File: src/rtl/fpstat_pkg.sv
package fpstat_pkg;
  localparam int NFLAG   = 5;
  localparam int NFCC    = 4;
  localparam int CCW     = 2;
  localparam int RNDW    = 2;
  localparam int CAUSEW  = 3;
  localparam int CEXC_LO = 0;
  localparam int AEXC_LO = CEXC_LO + NFLAG;
  localparam int FCC_LO  = AEXC_LO + NFLAG;
  localparam int TEM_LO  = FCC_LO + NFCC * CCW;
  localparam int RND_LO  = TEM_LO + NFLAG;
  localparam int SW      = RND_LO + RNDW;
  localparam int DSTW    = 5;

  typedef enum logic [1:0] {
    KIND_ARITH = 2'd0,
    KIND_CMP   = 2'd1,
    KIND_F2I   = 2'd2,
    KIND_ARTH2 = 2'd3
  } op_kind_e;

  localparam logic [RNDW-1:0] RND_ZERO = 2'd1;
endpackage

File: src/rtl/fpstat_prio.sv
module fpstat_prio
  import fpstat_pkg::*;
(
  input  logic [NFLAG-1:0]  hit,
  output logic [CAUSEW-1:0] cause,
  output logic [NFLAG-1:0]  sel
);
  // higher bit index wins; cause code counts down from the top bit
  always_comb begin
    cause = '0;
    sel   = '0;
    for (int i = 0; i < NFLAG; i++) begin
      if (hit[i]) begin
        cause = CAUSEW'(NFLAG - i);
        sel   = NFLAG'(1) << i;
      end
    end
  end
endmodule

File: src/rtl/fpstat_rnd.sv
module fpstat_rnd
  import fpstat_pkg::*;
(
  input  logic [1:0]      kind,
  input  logic            gsr_interval,
  input  logic [RNDW-1:0] gsr_rnd,
  input  logic [RNDW-1:0] word_rnd,
  output logic [RNDW-1:0] eff_rnd
);
  always_comb begin
    if (kind == KIND_F2I)  eff_rnd = RND_ZERO;
    else if (gsr_interval) eff_rnd = gsr_rnd;
    else                   eff_rnd = word_rnd;
  end
endmodule

File: src/rtl/fpstat_unit.sv
module fpstat_unit
  import fpstat_pkg::*;
(
  input  logic              clk,
  input  logic              rst,
  input  logic              op_strobe,
  input  logic [1:0]        op_kind,
  input  logic [NFLAG-1:0]  exc_flags,
  input  logic [CCW-1:0]    cmp_cc,
  input  logic [DSTW-1:0]   cmp_dst,
  input  logic              gsr_interval,
  input  logic [RNDW-1:0]   gsr_rnd,
  input  logic              wr_en,
  input  logic [SW-1:0]     wr_data,
  output logic [SW-1:0]     status,
  output logic [RNDW-1:0]   eff_rnd,
  output logic              trap_req,
  output logic [CAUSEW-1:0] trap_cause
);
  logic [SW-1:0]     word_q, word_nx;
  logic [NFLAG-1:0]  armed, pick;
  logic [CAUSEW-1:0] pick_code;
  logic              fire;
  logic [1:0]        slot;

  assign armed = exc_flags & word_q[TEM_LO +: NFLAG];
  assign fire  = |armed;
  assign slot  = cmp_dst[1:0];

  fpstat_prio u_prio (
    .hit   (armed),
    .cause (pick_code),
    .sel   (pick)
  );

  fpstat_rnd u_rnd (
    .kind         (op_kind),
    .gsr_interval (gsr_interval),
    .gsr_rnd      (gsr_rnd),
    .word_rnd     (word_q[RND_LO +: RNDW]),
    .eff_rnd      (eff_rnd)
  );

  always_comb begin
    word_nx = word_q;
    if (fire) begin
      word_nx[CEXC_LO +: NFLAG] = pick;
    end else begin
      word_nx[CEXC_LO +: NFLAG] = exc_flags;
      word_nx[AEXC_LO +: NFLAG] = word_q[AEXC_LO +: NFLAG] | exc_flags;
      if (op_kind == KIND_CMP) begin
        for (int k = 0; k < NFCC; k++) begin
          if (slot == 2'(k)) word_nx[FCC_LO + CCW*k +: CCW] = cmp_cc;
        end
      end
    end
  end

  always_ff @(posedge clk) begin
    if (rst) begin
      word_q     <= '0;
      trap_req   <= 1'b0;
      trap_cause <= '0;
    end else begin
      trap_req   <= 1'b0;
      trap_cause <= '0;
      if (wr_en) begin
        word_q <= wr_data;
      end else if (op_strobe) begin
        word_q     <= word_nx;
        trap_req   <= fire;
        trap_cause <= fire ? pick_code : '0;
      end
    end
  end

  assign status = word_q;
endmodule

File: config.mk
export PLATFORM = sky130hd
export DESIGN_NAME = fpstat_unit
export DESIGN_NICKNAME = d
export VERILOG_FILES = /design/src/rtl/fpstat_pkg.sv /design/src/rtl/fpstat_prio.sv /design/src/rtl/fpstat_rnd.sv /design/src/rtl/fpstat_unit.sv
export SDC_FILE = /design/constraint.sdc
export NUM_CORES = 1
export LEC_CHECK = 0
export ABC_AREA = 0
export BUFFER_PORTS_ARGS = -buffer_cell sky130_fd_sc_hd__buf_2
export CAP_MARGIN = 10
export CELL_PAD_IN_SITES_DETAIL_PLACEMENT = 0
export CELL_PAD_IN_SITES_GLOBAL_PLACEMENT = 1
export CORE_AREA = 2 2 74 76
export CTS_CLUSTER_SIZE = 24
export DETAILED_ROUTE_END_ITERATION = 8
export DIE_AREA = 0 0 76 78
export MAX_ROUTING_LAYER = met4
export PLACE_DENSITY = 0.73
export SYNTH_ARGS = -nofsm -noshare
export SYNTH_HDL_FRONTEND = slang
export SYNTH_HIERARCHICAL = 1
export SYNTH_SLANG_ARGS = --single-unit
export TNS_END_PERCENT = 30
File: constraint.sdc
create_clock -name clk -period 1.5 [get_ports clk]
set_input_delay 0.15 -clock clk [delete_from_list [all_inputs] [get_ports clk]]
set_output_delay 0.15 -clock clk [all_outputs]
set_load 0.01 [all_outputs]
==> flow_summary.toml, run 1 <==
[outcome]
status = "finished clean"

[route]
routed_wl_mm = 3.794
vias_per_cell = 4.472
drc = 0
vias = 1364
drtPass1Iterations = 4
ant_nets = 0
drtIter0Drc = 31
wl_per_cell_um = 12.44

[worst_setup_path]
end_kind = "flip-flop"
slowest_delay_ns = 0.32
crit_type = "flip-flop to flip-flop"
r2r_start = "status[22]"
rr_worst_depth = 5
cp-startpoint = "status[22]"
cp-start-kind = "flip-flop"
critical_path.endpoint = "status[10]"
slowest_stage = "dfxtp_2"
crit_chain = "a222oi_1 > buf_4 > and4_4 > mux2i_1 > a211oi_1"
regToRegSetupSlack_ns = 0.03
critPathMaxFanout = 6
r2r_end = "status[10]"
cp_data_required_time_ns = 1.65
worstPathArrival_ns = 1.62

[logic_synthesis]
syn-num-nets = 201
ys.flop_type = "dfxtp_1"
async_reset_ff_share_pct = 0
ys_types = 29
synth.area.top_cells = "dfxtp_1 42%, mux2i_1 14%, a21oi_1 5.0%"
ys_seq_area_share_pct = 41.61
synth.most_common_cell = "dfxtp_1"
yosys_warnings = 6
ys_ff_latch = 29
avgSynthCellArea_um2 = 9.001
synth-edff-count = 0
synthesis.instances = 155
synth_top_area_share_pct = 41.61
yosysTopAreaCell = "dfxtp_1"
synth_commonest_cells = "29 x dfxtp_1, 20 x mux2i_1, 14 x a21oi_1, 14 x nand2_1, 13 x nor2_1"
synth_area_um2 = 1395

[timing]
skew_ns = 0.008152
slew_violations = 0
setup_viol = 0
hold_viol_final = 0
timing.final.crit_share_pct = 98.06
slew_headroom_pct = 72.49
rsz0062_at_grt = "true"
tightest_slew_ns = 0.4072
max_freq_ghz = 0.6798
min_period_ns = 1.471

[power_and_ir_drop]
leakage_uw = 0.0009813
peakVddDrop_uv = 336.5
power.total_uw = 1880
p_per_area_nw_per_um2 = 948.6

[cts]
cts_made_buffers = 5
cts.repair_timing.setup_buffer_count = 0
clock_sinks = 29
clock_latency_ns = 0.27
htreeDepth = 2
path_clk_slew_ns = 0.07
clock_path_buffers = 2
cts_root_buf = "clkbuf_8"
cts_tree = "built"

[global_routing]
grt_pass1_wl_mm = 6.320
grt_overflow = 0
grt_pass1_vias = 1335
grt_usage_pct = 13.58
grt_max_degree = 26
antenna_found_initial = 0

[place]
hpwlAfterDp_mm = 3.007
port_buffers = 73
place.gp.congestion = 0.7442

[floorplan]
pin_count = 77
rows = 26
die_w_um = 76
dieArea_um2 = 5928
core_um2 = 5042
die_h_um = 78
start_util_pct = 27.67

[run]
drv_cap = 0

[finish]
utilization_pct = 39.31
num-nets-final = 280
syn_to_final_growth_pct = 42.06
diodes = 0
drive_gt1_share_pct = 40.00

[hold_path]
min_path_type = "primary input to flip-flop"
## placed cells by master, fill, tap and decap left out
master,synthesis,layout
a222oi_1,1,1
buf_4,1,7
nand2_2,1,1
and3b_1,2,2
a211oi_1,2,2
o21a_1,1,1
a41oi_1,3,2
and3_1,5,5
nor2_4,0,1
o2bb2ai_1,5,5
nor2_1,13,12
a21oi_1,14,14
dfxtp_1,29,28
a41oi_2,0,1
and2b_1,1,1
and4_4,0,1
nand2b_1,1,1
a21o_1,6,6
clkbuf_8,0,6
clkinv_2,0,1
dfxtp_2,0,1
a22oi_1,1,1
nor2b_1,3,3
nor3_2,1,1
nand2_1,14,14
clkinv_4,0,1
mux2i_1,20,20
o22ai_1,5,5
buf_2,0,73
inv_1,3,3
nand3_1,1,1
nor3b_1,7,7
and2_1,6,6
a221o_1,1,1
## timing repair
action	4_1_cts	5_1_grt
pin swaps	1	2
hold buffers	0	0
gates resized for setup	2	1
setup endpoints to repair	2	15
## how the worst min path moves through the flow
stage,from,endpoint,slack [ns],cells past startpoint
6_report,wr_data[19],status[19],0.11,3
5_1_grt,wr_data[19],status[19],0.11,3
4_1_cts,wr_data[19],status[19],0.10,3
3_5_place_dp,wr_data[19],status[19],0.39,3
3_3_place_gp,wr_data[24],status[24],0.39,3
2_1_floorplan,exc_flags[0],status[5],0.27,1
## critical path, delay by kind of cell (launching register included)
kind | cells | cell delay (ns)
AOI/OAI and AO/OA | 2 | 0.37
buffers and inverters | 1 | 0.21
DFF | 1 | 0.32
muxes | 1 | 0.19
and+or+nand+nor | 1 | 0.25
## routing by layer
| metal | GRT usage [%] | part of all wire [%] |
|---|---|---|
| met5 | - | 0 |
| met4 | 4.364 | 0.90 |
| met3 | 4.070 | 5.8 |
| met2 | 19.91 | 44 |
| met1 | 17.96 | 50 |
## through the flow
step / TNS (ns) / std cells / hold WS (ns) / setup WS [ns] / instance area (µm²)
2_1_floorplan: -2.272 / 155 / 0.2669 / -0.1393 / 1404
3_3_place_gp: -0.007235 / 297 / 0.3861 / -0.005264 / 1876
3_5_place_dp: -0.05728 / 297 / 0.3943 / -0.02964 / 1876
4_1_cts: 0 / 305 / 0.1004 / 0.01326 / 1974
5_1_grt: -1.009 / 305 / 0.1079 / -0.1155 / 1982
6_report: 0 / 305 / 0.1091 / 0.02906 / 1982
## area by class of cell
cell class / count / area [µm²]
clock inverter: 2 / 13.76
multi-input combinational: 115 / 787.0
tap: 70 / 87.58
clock buffer: 6 / 82.58
fill: 541 / 3060
sequential: 29 / 581.8
timing repair buffer: 80 / 417.9
inverter: 3 / 11.26
## logic make-up (layout without fill, tap and decap cells)
logic type | Yosys count | count (layout) | share of synthesized area (%)
AOI/OAI and AO/OA | 39 | 39 | 19.10
muxes | 20 | 20 | 14.35
buffers and inverters | 11 | 91 | 3.229
and+or+nand+nor | 56 | 56 | 21.71
DFF | 29 | 29 | 41.61
## report_power, final
| part | total, µW | internal, µW | switching [µW] | leakage (µW) |
|---|---|---|---|---|
| Sequential | 842 | 818 | 23.9 | 0.000239 |
| Combinational | 364 | 175 | 190 | 0.000691 |
| Clock | 674 | 371 | 302 | 0.0000512 |
| Total | 1880 | 1360 | 516 | 0.000981 |
## flip-flops by register name, indices dropped and copies added, names as in the netlist
| name | cells |
|---|---|
| status | 25 |
| trap_cause | 3 |
| trap_req | 1 |
Power figures use the tool's default switching activity.
==> run 2: changes to the inputs <==
==> constraint.sdc (replaced) <==
create_clock -name clk -period 1.5 [get_ports clk]
set_input_delay 0.3 -clock clk [delete_from_list [all_inputs] [get_ports clk]]
set_output_delay 0.3 -clock clk [all_outputs]
set_load 0.01 [all_outputs]
==> run 2 against run 1 <==
The run now ends with setup timing left; core utilization grew 1.3 points; first-iteration DRC count grew 35%; setup slack lost 0.055 ns; maximum frequency shrank 3.6%; die area is the same; wire length shrank 1.2%; critical endpoint unchanged; largest power group unchanged; highest routed layer unchanged.
==> flow_summary.toml, run 2 (synthesized netlist as in run 1, its figures left out) <==
[power_and_ir_drop]
peakVddDrop_uv = 325.6
p_per_area_nw_per_um2 = 940.3
power_frac_comb_pct = 19.7
leakage_uw = 0.001019
p_seq_share_pct = 43.7
p_switching_uw = 505.8
swShare_pct = 26.28
p_int_uw = 1419
clockPowerShare_pct = 36.5

[timing]
rsz0062_at_grt = "true"
min_period_ns = 1.526
skew_ns = 0.001619
hold_viol_final = 0
worst_hold_slack_ns = 0.2563
tightest_slew_ns = 0.3782
max_freq_ghz = 0.6555
setup_viol = 2
fin_ws_ns = -0.02555
slew_headroom_pct = 74.45
timing.final.crit_share_pct = 101.7
slew_violations = 0

[finish]
drive_gt1_share_pct = 42.15
utilization_pct = 40.60
largest_reg_flops = 25
diodes = 0
mostFrequentLayoutCell = "buf_2"
num-nets-final = 287
final_cell_mix = "73 x buf_2, 28 x dfxtp_1, 20 x mux2i_1"
fill_cells = 541
syn_to_final_growth_pct = 46.73

[floorplan]
die_w_um = 76
die_h_um = 78
rows = 26
pin_count = 77
core_um2 = 5042
start_util_pct = 27.67
dieArea_um2 = 5928

[cts]
path_clk_slew_ns = 0.06
cts_tree = "built"
clock_path_buffers = 2
clock_sinks = 29
ctsHoldBuffers = 0
clock_latency_ns = 0.28
cts_made_buffers = 5
cts_root_buf = "clkbuf_8"
htreeDepth = 2

[route]
routed_wl_mm = 3.747
drtIter0Drc = 42
vias = 1382
vias_per_cell = 4.429
wl_per_cell_um = 12.01
drtPass1Iterations = 4
drc = 0
ant_nets = 0

[worst_setup_path]
end_kind = "flip-flop"
critPathMaxFanout = 6
crit_type = "flip-flop to flip-flop"
cp-start-kind = "flip-flop"
cp-startpoint = "status[22]"
cp_data_required_time_ns = 1.66
worstPathArrival_ns = 1.68
r2r_start = "status[22]"

[global_routing]
grt_usage_pct = 13.45
met3_usage_pct = 3.837
grt_overflow = 0
grt_max_degree = 26
grt_busiest_layer = "met2"
grt_pass1_wl_mm = 6.147
antenna_found_initial = 0
met2_usage_pct = 19.73
grt_pass1_vias = 1324
use_met1_pct = 17.66

[place]
port_buffers = 73
hpwlAfterDp_mm = 2.994
place.gp.congestion = 0.7437

[hold_path]
min_path_type = "primary input to flip-flop"
hold_start = "wr_data[24]"

[outcome]
status = "finished with violations"
violations = "setup timing"

[run]
drv_cap = 0
## run 2: cell count changes in the layout (fill, tap and decap cells not counted), sizes merged
cell	previous run	this run
buf	80	87
clkinv	2	1
clkbuf	6	7
## run 2: timing repair
| action | in CTS | in global routing |
|---|---|---|
| gates resized for setup | 3 | 1 |
| endpoints found under the setup margin | 8 | 16 |
| buffers inserted | 0 | 0 |
| pin swaps | 2 | 0 |
## run 2: metrics by stage
| stage | setup slack (ns) | setup TNS (ns) | total power, µW | cell area (µm²) | cells |
|---|---|---|---|---|---|
| floorplan | -0.1393 | -2.272 | 1061 | 1404 | 155 |
| global placement | -0.1354 | -1.104 | 1236 | 1928 | 304 |
| detailed placement | -0.1610 | -1.303 | 1238 | 1928 | 304 |
| CTS | -0.01621 | -0.02733 | 1956 | 2039 | 312 |
| global route | -0.09730 | -0.7561 | 2029 | 2047 | 312 |
| finish | -0.02555 | -0.03869 | 1925 | 2047 | 312 |
## run 2: power groups by stage
stage | combinational, µW | sequential, µW | clock [µW]
6_report | 380 | 842 | 703
3_5_place_dp | 380 | 858 | 0
5_1_grt | 422 | 848 | 759
3_3_place_gp | 377 | 858 | 0
4_1_cts | 384 | 842 | 730
2_1_floorplan | 178 | 882 | 0
## run 2: final timing paths
path,cells after the start,endpoint,slack [ns]
setup / recovery,5,status[10],-0.03
hold / removal,3,status[24],0.26
setup reg to reg,5,status[10],-0.03
hold reg to reg,2,status[12],0.45
## run 2: layout make-up
class | count | area [µm²] | area share, %
multi-input cells | 115 | 794.5 | 38.81
flip-flops and latches | 29 | 581.8 | 28.42
repair buffers | 87 | 470.5 | 22.98
clock buffers | 7 | 96.34 | 4.707
well taps | 70 | 87.58 | 4.279
inverters | 3 | 11.26 | 0.5501
clock inverters | 1 | 5.005 | 0.2445
## run 2: worst max-delay path, cell delays in order (launching register included)
cell and delay (ns):
dfxtp_2 0.32, a222oi_1 0.35, buf_4 0.22, and4_4 0.25
mux2i_1 0.19, a211oi_1 0.08
## run 2: metal layers
layer / part of all wire (%) / wire, µm
met2: 42 / 1569
met1: 51 / 1911
met3: 5.6 / 210
met5: 0 / 0
met4: 1.5 / 56
==> run 3: changes to the inputs <==
- PLACE_DENSITY: 0.73 -> 0.71
- SYNTH_HIERARCHICAL: 1 -> unset
==> run 3 against run 2 <==
The run now ends clean; synthesized area is 3.0% lower; core utilization fell by 2.5 points; synthesized cell count down 5.2%; maximum frequency up 9.3%; clock-buffer cell count unchanged; non-clock buffer count shrank 7; highest routed layer unchanged.
==> flow_summary.toml, run 3 <==
[finish]
largest_reg_flops = 25
fin_cells = 297
num-nets-final = 272
mostFrequentLayoutCell = "buf_2"
syn_to_final_growth_pct = 42.18
drive_gt1_share_pct = 42.73
multi_input_area_um2 = 724.4
diodes = 0
fill_cells = 544
final_cell_mix = "73 x buf_2, 29 x dfxtp_1, 21 x a21oi_1, 21 x nor2_1, 14 x a211oi_1"
regArea_um2 = 580.6

[cts]
cts_root_buf = "clkbuf_8"
clock_path_buffers = 2
cts_made_buffers = 5
ctsResizeCount = 0
htreeDepth = 2
cts_tree = "built"
ctsHoldBuffers = 0
clock_sinks = 29
cts.repair_timing.setup_buffer_count = 0
clock_latency_ns = 0.28
path_clk_slew_ns = 0.07

[worst_setup_path]
cp_data_required_time_ns = 1.20
critPathMaxFanout = 3
crit_chain = "nor2b_1 > a221o_1 > buf_2"
critical_path.top_delay_family = "flip-flops"
crit_type = "flip-flop to output pin"
cp-start-kind = "flip-flop"
end_kind = "output pin"
slowest_delay_ns = 0.32
worstPathArrival_ns = 1.10
path_buf_inv = 1
slowest_stage = "dfxtp_1"

[logic_synthesis]
synth-edff-count = 0
avgSynthCellArea_um2 = 9.201
async_reset_ff_share_pct = 0
synth.area.top_cells = "dfxtp_1 43%, a211oi_1 7.8%, a21oi_1 7.8%"
ys_types = 28
synthesis.instances = 147
yosys_warnings = 0
ys_ff_latch = 29
synth_area_um2 = 1353
synth_commonest_cells = "29 x dfxtp_1, 21 x a21oi_1, 21 x nor2_1"
synth_top_area_share_pct = 42.92
ys.flop_type = "dfxtp_1"
ys_seq_area_share_pct = 42.92
synth.most_common_cell = "dfxtp_1"
yosysTopAreaCell = "dfxtp_1"
syn-num-nets = 193

[timing]
min_period_ns = 1.396
max_freq_ghz = 0.7165
tightest_slew_ns = 0.3190
hold_viol_final = 0
slew_headroom_pct = 78.69
timing.final.crit_share_pct = 93.04
skew_ns = 0.006543
worst_hold_slack_ns = 0.2518
setup_viol = 0
slew_violations = 0
final.setup.tns_ns = 0
rsz0062_at_grt = "false"

[global_routing]
antenna_found_initial = 0
grt_overflow = 0
grt_max_degree = 27
grt_pass1_wl_mm = 6.693
grt_pass1_vias = 1398
grt_usage_pct = 14.52

[route]
vias_per_cell = 4.657
drtIter0Drc = 36
wl_per_cell_um = 13.08
vias = 1383
routed_wl_mm = 3.886
met3WireLength_um = 302
top_layer_used = "met4"
drt-met1-wl_mm = 1.772
ant_nets = 0
drtPass1Iterations = 4
dr_wl_met2_mm = 1.766
drc = 0

[power_and_ir_drop]
leakage_uw = 0.0009530
power.total_uw = 1925
p_per_area_nw_per_um2 = 1001
peakVddDrop_uv = 471.0

[floorplan]
die_w_um = 76
die_h_um = 78
rows = 26
pin_count = 77
dieArea_um2 = 5928
core_um2 = 5042
start_util_pct = 26.82

[place]
place.gp.congestion = 0.7535
post-place-cells = 289
port_buffers = 73
hpwlAfterDp_mm = 2.969

[outcome]
status = "finished clean"

[hold_path]
min_path_type = "primary input to flip-flop"

[run]
drv_cap = 0
==> run 3: changes by cell type in the layout (fill, tap and decap cells not counted), moves of 7 or more <==
| cell | delta |
|---|---|
| mux2i_1 | -11 |
| nand2_1 | -8 |
| buf_4 | -7 |
| a21oi_1 | +7 |
| a211oi_1 | +12 |
| nor2_1 | +9 |
==> run 3: worst paths after layout <==
| check | from | endpoint | slack (ns) | depth (start not counted) |
|---|---|---|---|---|
| setup / recovery | status[23] | eff_rnd[0] | 0.10 | 3 |
| hold reg to reg | status[12] | status[12] | 0.50 | 2 |
| setup reg to reg | status[19] | status[6] | 0.18 | 4 |
| hold / removal | wr_data[9] | status[9] | 0.25 | 3 |
==> run 3: cell type report <==
class / instances / share of cell area, %
clock inverters: 1 / 0.2602
multi-input cells: 107 / 37.67
inverters: 3 / 0.5856
repair buffers: 80 / 21.73
clock buffers: 7 / 5.010
flip-flops and latches: 29 / 30.19
well taps: 70 / 4.554
==> run 3: cell families (layout without fill, tap and decap cells) <==
logic type | Yosys count | after routing | synth area share, %
AND/OR/NAND/NOR | 50 | 50 | 20.63
AO/OA/AOI/OAI | 48 | 48 | 26.27
flip-flops | 29 | 29 | 42.92
buffers and inverters | 11 | 91 | 3.515
multiplexers | 9 | 9 | 6.661
==> run 3: per-stage QoR <==
stage | setup WS [ns] | utilization [%] | area, µm²
4_1_cts | 0.08817 | 38.14 | 1923
2_1_floorplan | 0.2317 | - | 1353
3_5_place_dp | 0.1044 | 36.13 | 1822
5_1_grt | 0.02027 | 38.14 | 1923
6_report | 0.1044 | 38.14 | 1923
3_3_place_gp | 0.1278 | 36.13 | 1822
==> run 3: per-layer routing <==
layer	global-route usage, %	up-vias
li1	-	708
met1	17.67	615
met2	22.86	52
met3	5.000	8
met4	4.364	0
met5	-	-
==> run 3: power breakdown <==
| part | switching (µW) | internal [µW] |
|---|---|---|
| clock network | 304 | 414 |
| registers | 31.1 | 820 |
| logic | 190 | 165 |
| total | 525 | 1400 |
==> run 3: tightest hold or removal path: cells and delay by family <==
family	cells	cell delay, ns
buf+inv	1	0.08
simple gates	2	0.12
